<file path="config.mk">
export PLATFORM = sky130hd
export DESIGN_NAME = byte_word_packer
export DESIGN_NICKNAME = d
export VERILOG_FILES = /design/src/rtl/pk_carry.sv /design/src/rtl/pk_slot.sv /design/src/rtl/pk_ctl.sv /design/src/rtl/byte_word_packer.sv
export SDC_FILE = /design/constraint.sdc
export NUM_CORES = 1
export LEC_CHECK = 0
export BUFFER_PORTS_ARGS = -buffer_cell sky130_fd_sc_hd__buf_2
export CORE_UTILIZATION = 51
export DETAILED_ROUTE_END_ITERATION = 16
export GPL_TIMING_DRIVEN = 0
export HOLD_SLACK_MARGIN = 0.06
export PLACE_DENSITY = 0.83
export SETUP_SLACK_MARGIN = 0.4
export SYNTH_ARGS = -nofsm -noshare
export SYNTH_HDL_FRONTEND = slang
export SYNTH_HIERARCHICAL = 1
export SYNTH_SLANG_ARGS = --single-unit
</file>
<file path="constraint.sdc">
create_clock -name clk -period 5.25 [get_ports clk]
set_input_delay 1.05 -clock clk [delete_from_list [all_inputs] [get_ports clk]]
set_output_delay 1.05 -clock clk [all_outputs]
set_load 0.005 [all_outputs]
</file>
<file path="src/rtl/pk_carry.sv">
module pk_carry #(
  parameter int unsigned LANES  = 4,
  parameter int unsigned BYTE_W = 8
) (
  input  logic                     clk,
  input  logic                     rst,
  input  logic                     push,
  input  logic [BYTE_W-1:0]        byte_in,
  input  logic                     clear,
  output logic [$clog2(LANES)-1:0] fill,
  output logic                     full,
  output logic [LANES*BYTE_W-1:0]  word
);
  localparam int unsigned FW = $clog2(LANES);
  localparam logic [FW-1:0] LAST = FW'(LANES-1);

  logic [BYTE_W-1:0] hold [LANES-1];

  assign full = push && (fill == LAST);

  // Lane assembly: stored bytes below fill, incoming byte at fill, zeros above.
  for (genvar i = 0; i < LANES; i++) begin : g_lane
    if (i < LANES-1) begin : g_low
      assign word[i*BYTE_W +: BYTE_W] =
        (FW'(i) < fill)            ? hold[i] :
        (FW'(i) == fill && push)   ? byte_in : '0;
    end else begin : g_top
      assign word[i*BYTE_W +: BYTE_W] = full ? byte_in : '0;
    end
  end

  always_ff @(posedge clk) begin
    if (!full && push) hold[fill] <= byte_in;
  end

  always_ff @(posedge clk) begin
    if (rst)            fill <= '0;
    else if (clear)     fill <= '0;
    else if (full)      fill <= '0;
    else if (push)      fill <= fill + 1'b1;
  end

  assert_fill_step_R1: assert property (@(posedge clk) disable iff (rst)
    (push && !full && !clear) |=> (fill == $past(fill) + 1'b1));
  assert_carry_hold_R2: assert property (@(posedge clk) disable iff (rst)
    (!push && !clear) |=> $stable(fill));
endmodule

</file>
<file path="src/rtl/pk_slot.sv">
module pk_slot #(
  parameter int unsigned WORD_W = 32
) (
  input  logic              clk,
  input  logic              rst,
  input  logic              load,
  input  logic [WORD_W-1:0] word_in,
  input  logic              out_ready,
  output logic              out_valid,
  output logic [WORD_W-1:0] out_data
);
  always_ff @(posedge clk) begin
    if (rst) begin
      out_valid <= 1'b0;
    end else if (load) begin
      out_valid <= 1'b1;
    end else if (out_ready) begin
      out_valid <= 1'b0;
    end
  end

  always_ff @(posedge clk) begin
    if (load) out_data <= word_in;
  end

  assert_no_overflow_R9: assert property (@(posedge clk) disable iff (rst)
    load |-> !out_valid);
  assert_hold_word_R9: assert property (@(posedge clk) disable iff (rst)
    (out_valid && !out_ready) |=> (out_valid && $stable(out_data)));
endmodule

</file>
<file path="src/rtl/pk_ctl.sv">
module pk_ctl #(
  parameter int unsigned CNT_W = 16
) (
  input  logic             clk,
  input  logic             rst,
  input  logic             beat_fire,
  input  logic             beat_last,
  input  logic             beat_final,
  input  logic             word_load,
  input  logic             slot_busy,
  input  logic             carry_empty,
  output logic             fin_pend,
  output logic             done,
  output logic [CNT_W-1:0] count
);
  logic sub_start;
  logic done_evt;

  assign done_evt = fin_pend && !slot_busy && carry_empty;

  always_ff @(posedge clk) begin
    if (rst) begin
      fin_pend <= 1'b0;
      done     <= 1'b0;
    end else begin
      done <= done_evt;
      if (beat_fire && beat_last && beat_final) fin_pend <= 1'b1;
      else if (done_evt)                        fin_pend <= 1'b0;
    end
  end

  always_ff @(posedge clk) begin
    if (rst) begin
      sub_start <= 1'b1;
      count     <= '0;
    end else begin
      if (beat_fire) sub_start <= beat_last;
      if (beat_fire && sub_start) count <= word_load ? CNT_W'(1) : '0;
      else if (word_load)         count <= count + 1'b1;
    end
  end

  assert_done_clean_R8: assert property (@(posedge clk) disable iff (rst)
    done |-> (carry_empty && !slot_busy));
  assert_done_pulse_R8: assert property (@(posedge clk) disable iff (rst)
    done |=> !done);
  assert_count_step_R7: assert property (@(posedge clk) disable iff (rst)
    (word_load && !beat_fire) |=> (count == $past(count) + 1'b1));
endmodule

</file>
<file path="src/rtl/byte_word_packer.sv">
module byte_word_packer #(
  parameter int unsigned LANES  = 4,
  parameter int unsigned BYTE_W = 8,
  parameter int unsigned CNT_W  = 16
) (
  input  logic                    clk,
  input  logic                    rst,
  input  logic                    in_valid,
  output logic                    in_ready,
  input  logic [BYTE_W-1:0]       in_data,
  input  logic                    in_keep,
  input  logic                    in_last,
  input  logic                    in_final,
  output logic                    out_valid,
  input  logic                    out_ready,
  output logic [LANES*BYTE_W-1:0] out_data,
  output logic [CNT_W-1:0]        out_count,
  output logic                    done
);
  localparam int unsigned FW     = $clog2(LANES);
  localparam int unsigned WORD_W = LANES*BYTE_W;
  localparam logic [FW-1:0] LAST = FW'(LANES-1);

  logic [FW-1:0]     fill;
  logic              full;
  logic [WORD_W-1:0] word;
  logic              fin_pend;
  logic              fire, push, flush_load, load;

  assign in_ready   = !fin_pend && !((fill == LAST) && out_valid);
  assign fire       = in_valid && in_ready;
  assign push       = fire && in_keep;
  assign flush_load = fin_pend && !out_valid && (fill != '0);
  assign load       = full || flush_load;

  pk_carry #(.LANES(LANES), .BYTE_W(BYTE_W)) carry_i (
    .clk(clk), .rst(rst), .push(push), .byte_in(in_data),
    .clear(flush_load), .fill(fill), .full(full), .word(word)
  );

  pk_slot #(.WORD_W(WORD_W)) slot_i (
    .clk(clk), .rst(rst), .load(load), .word_in(word),
    .out_ready(out_ready), .out_valid(out_valid), .out_data(out_data)
  );

  pk_ctl #(.CNT_W(CNT_W)) ctl_i (
    .clk(clk), .rst(rst), .beat_fire(fire), .beat_last(in_last),
    .beat_final(in_final), .word_load(load), .slot_busy(out_valid),
    .carry_empty(fill == '0), .fin_pend(fin_pend), .done(done),
    .count(out_count)
  );

  assert_pad_only_final_R4: assert property (@(posedge clk) disable iff (rst)
    (load && !push) |-> fin_pend);
endmodule

</file>
# ---- Word-level counts from Yosys, hierarchy flattened
# Memories as Yosys holds them, arrays and structs flattened. A register that Yosys moved wholly into a read port is not among the register bits.
# Cells that the tools add are included.
dict set report totals {
  reg_bits 54
  ramBits 24
  in_bits 15
  output_inout_bits 51
  memories 1
}
dict set report classes {
  addsub 2
  order_cmp 3
  n_eq_ne 3
  n_mux 15
  reduce_logical 26
}
# memory words word_bits rd rd_ports_with_merged_regs write_ports line
set mem_list {}
lappend mem_list {carry_i.hold 3 8 3 1 1 pk_carry.sv:17} ;# logic [BYTE_W-1:0] hold [LANES-1];
# op n
set op_table {}
lappend op_table {{two-way mux 8 bit} 6}
lappend op_table {{two-way mux 16 bit} 2}
lappend op_table {{adder 16 x 1 -> 16 bit (second input constant)} 1}
lappend op_table {{logical AND 1 bit} 15}
lappend op_table {{nonzero test 2 bit} 4}
lappend op_table {{two-way mux 1 bit} 7}
lappend op_table {{zero test 1 bit} 4}
lappend op_table {{less-than comparator 1 x 2 -> 1 bit (first input constant)} 2}
lappend op_table {{OR reduction 3 bit} 1}
lappend op_table {{adder 2 x 1 -> 2 bit (second input constant)} 1}
lappend op_table {{equality test 1 x 2 -> 1 bit (first input constant)} 1}
lappend op_table {{equality test 2 bit (first input constant)} 1}
lappend op_table {{equality test 2 bit (second input constant)} 1}
lappend op_table {{zero test 2 bit} 1}
lappend op_table {{less-than comparator 2 bit (first input constant)} 1}
lappend op_table {{logical OR 1 bit} 1}

# ---- Depth between registers and ports, before layout
dict set report depth {
  ltp_word 11
  mapped_depth 10
  depth_no_buf 7
}

# ---- Cells and area by module
# The synthesis kept the hierarchy.
# mod instances cells_per_inst area_each_um2 seq_area_each_um2
set modules_own_cells {}
lappend modules_own_cells {pk_carry 1 126 1308.8 760.7}
lappend modules_own_cells {pk_slot 1 36 999.7 980.9}
lappend modules_own_cells {pk_ctl 1 95 872.1 380.4}
lappend modules_own_cells {byte_word_packer 1 9 62.6 0.0}

# ---- Least setup slack after synthesis
# OpenSTA, ideal clock, no wires.
dict set report synth_path {
  path_type {in2reg}
  from {input in_keep}
  to {register ctl_i.count[11]}
  setup_time_ns 0.071
  arrival_time_ns 3.740
  path_slack_ns 1.440
  stages 10
  path_buffers 3
  path_cell_list {nand2_1 -> nor3_2 -> buf_2 -> buf_2 -> and2_1 -> o21bai_1 -> buf_4 -> nand4_4 -> or4_1 -> a21oi_1}
}
dict set report synth_via {
  elab_chain_cells 4
}
# item line
set synth_lines {}
lappend synth_lines {{start: declaration} byte_word_packer.sv:11} ;# input logic in_keep,
lappend synth_lines {{logical AND 1 bit} byte_word_packer.sv:32} ;# assign push = fire && in_keep;
lappend synth_lines {{via push} byte_word_packer.sv:28} ;# logic fire, push, flush_load, load;
lappend synth_lines {{logical AND 1 bit} pk_carry.sv:19} ;# assign full = push && (fill == LAST);
lappend synth_lines {{via full} byte_word_packer.sv:25} ;# logic full;
lappend synth_lines {{logical OR 1 bit} byte_word_packer.sv:34} ;# assign load = full || flush_load;
lappend synth_lines {{via load} byte_word_packer.sv:28}
lappend synth_lines {{nonzero test 2 bit (no source line)} n/a}
lappend synth_lines {{end signal: assignment} pk_ctl.sv:38} ;# if (beat_fire && sub_start) count <= word_load ? CNT_W'(1) : '0;
lappend synth_lines {{end signal: assignment} pk_ctl.sv:39} ;# else if (word_load) count <= count + 1'b1;
lappend synth_lines {{end: declaration} pk_ctl.sv:14} ;# output logic [CNT_W-1:0] count
# The timed path passes the listed nets, and every way through them passes these cells.
# A chain may end at the register's enable or synchronous reset.

# ---- Final worst setup path
dict set report layout_path {
  from {input in_valid}
  to {register ctl_i.count[11]}
}
dict set report layout_via {
  elab_chain_cells 5
}
# item line
set layout_lines {}
lappend layout_lines {{start: declaration} byte_word_packer.sv:8} ;# input logic in_valid,
lappend layout_lines {{logical AND 1 bit} byte_word_packer.sv:31} ;# assign fire = in_valid && in_ready;
lappend layout_lines {{logical AND 1 bit} byte_word_packer.sv:32}
lappend layout_lines {{via push} byte_word_packer.sv:28}
lappend layout_lines {{logical AND 1 bit} pk_carry.sv:19}
lappend layout_lines {{via full} byte_word_packer.sv:25}
lappend layout_lines {{logical OR 1 bit} byte_word_packer.sv:34}
lappend layout_lines {{via load} byte_word_packer.sv:28}
lappend layout_lines {{nonzero test 2 bit (no source line)} n/a}
# The timed path passes the listed nets, and every way through them passes these cells.

==> impl_metrics.toml <==
[outcome]
status = "finished, final reports clean"

[power]
swShare_pct = 21.5
irDropWorstVdd_v = 0.000169
internal-power_uw = 954
power.share.clock_pct = 40.1
leakage_nw = 1.45
power_frac_seq_pct = 55.2
power_density_nw_per_um2 = 312
pwr-share-comb_pct = 4.7
p_sw_uw = 261

[critical_path]
worstPathArrival_ns = 3.58
end_kind = "flop"
start_kind = "input port"
crit_required_ns = 5.52
crit_path_max_fanout = 34
critical_path_class = "in -> reg"

[clocking]
postCtsSetupBuffers = 0
cts.sinks = 78
cts_root_buf = "clkbuf_8"
htree_levels = 3
cts_tree = "built"
cts_made_buffers = 9
cts.clk_slew.worst_paths_ns = 0.08
insertion_delay_ns = 0.34
holdBufCountCts = 0
cts-resized-gates = 0
clockBufferDepth = 2

[die]
io_pins = 66
die_x_um = 81.7
fp.coreArea_um2 = 6030
die-area_um2 = 6680
die_y_um = 81.7
initial_core_util_pct = 53.8
rows = 28

[logic_synthesis]
syn_area_um2 = 3240
yosysWarningCount = 6
yosysMostFrequentCell = "edfxtp_1"
synth_edf_count = 56
synthArstFlopShare_pct = 0
synthCells = 266
mappedNetlistNets = 287
yosys.area.top_type = "edfxtp_1"
synth_ff_type = "edfxtp_1"
syn_avg_cell_area_um2 = 12.2
synth.mux.area_fraction_pct = 1.54
synth_top_cells_by_area = "edfxtp_1, dfxtp_1, nand2_1"
yosys-top-cells-count = "edfxtp_1, nand2_1, o21ai_0"
ys_ff_latch = 78
synth_fa_ha_area_share_pct = 2.31
synth_top_family_by_area = "simple AND/OR/NAND/NOR gates"
yosysTopAreaCellShare_pct = 51.9
synth_compound_area_share_pct = 8.60
ys_types = 46
yosysSeqAreaShare_pct = 65.4
synthXorXnorAreaFrac_pct = 1.08
synth-simple-area-share_pct = 17.8

[global_route]
grt_pass1_vias = 2147
grt.total_usage_pct = 20.7
antenna_found_initial = 0
grt_start_max_net_pins = 35
grt_pass1_wl_um = 9950
gr-total-overflow = 0

[cells_and_area]
final_area_um2 = 3890
fin_nets = 363
diodes = 0
multi_input_area_um2 = 1030
layout-drive-gt1-share_pct = 29.4
fillers = 471
area_growth_pct = 20.1
register_area_um2 = 2120

[placed_design]
place_congestion = 0.744
dp_hpwl_um = 4200
io_buffers = 65
place_area_um2 = 3670

[timing]
fmax_ghz = 0.302
setup_violations = 0
rsz0062_at_grt = "no"
skew_ns = 0.00713
period_share_pct = 63.1
finalMaxSlewViolations = 0
finalSetupTns_ns = 0
timing.final.crit_period_ns = 3.31
worst_slew_pin_slew_ns = 0.960
max-slew-margin-rel_pct = 35.8
finalHoldViolCount = 0
timing.hold.ws_ns = 0.478

[detailed_routing]
drt-initial-drc-count = 75
antenna_left = 0
vias = 2284
drc = 0
viasPerCell = 5.41
wl_per_cell_um = 14.9
drt-pass1-iter-count = 4
finalWirelength_um = 6280

[hold_path]
hold_path_class = "reg -> reg"

[job]
cap_violations = 0
[cell type report]
| cell class | instances | share of cell area (%) |
|---|---|---|
| repair buffers | 65 | 8.35 |
| clock inverters | 7 | 2.51 |
| well taps | 75 | 2.41 |
| clock buffers | 9 | 3.18 |
| flip-flops and latches | 78 | 54.5 |
| plain buffers | 11 | 1.45 |
| multi-input cells | 164 | 26.4 |
| inverters | 13 | 1.25 |
[per-layer routing]
metal  track usage (%)  routed length (µm)  up-vias
li1                  -                   -     1116
met1              25.8                2830     1072
met2              33.0                3000       86
met3              4.67                 352       10
met4              11.9                  95        0
met5                 0                   0        -
[sequential cells by signal, summed over array words and instances (netlist names)]
register	count
slot_i/out_data	32
carry_i/hold	24
ctl_i/fin_pend	1
ctl_i/count	16
ctl_i/sub_start	1
slot_i/out_valid	1
ctl_i/done	1
carry_i/fill	2
[final timing paths]
| path | cells past startpoint | slack, ns | startpoint | end |
|---|---|---|---|---|
| worst max register to register | 10 | 2.11 | carry_i/fill[0] | ctl_i/count[11] |
| worst min-delay path | 2 | 0.48 | ctl_i/count[15] | ctl_i/count[15] |
| worst max-delay path | 11 | 1.94 | in_valid | ctl_i/count[11] |
| worst min register to register | 2 | 0.48 | ctl_i/count[15] | ctl_i/count[15] |
[worst max-delay path: stages]
cell and delay [ns]:
buf_2 0.09, nand2_1 0.06, nor3_2 0.14, buf_2 0.24, buf_2 0.26, and2_1 0.17, o21bai_4 0.40, buf_4 0.30
nand4_4 0.18, or4_1 0.54, a21oi_1 0.15
[metrics by stage]
| step | setup slack, ns | power (mW) | cells | util [%] |
|---|---|---|---|---|
| after global placement | 0.800 | 0.738 | 406 | 60.8 |
| after detailed placement | 1.60 | 0.741 | 406 | 61.0 |
| final | 1.94 | 1.22 | 422 | 64.6 |
| after global routing | 1.69 | 1.26 | 422 | 64.6 |
| after floorplan | 1.44 | 0.716 | 266 | - |
| after CTS | 1.94 | 1.23 | 422 | 64.6 |
[cells by family after synthesis]
family / count (synthesis)
buf+inv: 24
flops: 78
xor+xnor: 4
compound gates: 47
fa+ha+maj: 6
simple gates: 102
mux: 5
[placed cells by master (no fill, tap or decap), types with 3 or more instances in the layout]
master and count:
buf_2 73, edfxtp_1 56, nand2_1 33, o21ai_0 23, dfxtp_1 22, inv_1 13, nand3_1 12, nor2_1 9
nand2b_1 9, clkbuf_8 9, and3_1 8, a21oi_1 7, ha_1 6, mux2i_1 5, and2_1 4, nand4_1 4
nor4_1 4, o31ai_1 4, or4_1 4, o21ai_1 3
[power by group through the flow]
stage	registers (mW)	logic, mW	clock network (mW)
2_1_floorplan	0.684	0.0314	0
3_3_place_gp	0.684	0.0532	0
3_5_place_dp	0.685	0.0563	0
4_1_cts	0.671	0.0571	0.499
5_1_grt	0.672	0.0640	0.521
6_report	0.671	0.0570	0.488
Power figures use the tool's default switching activity.
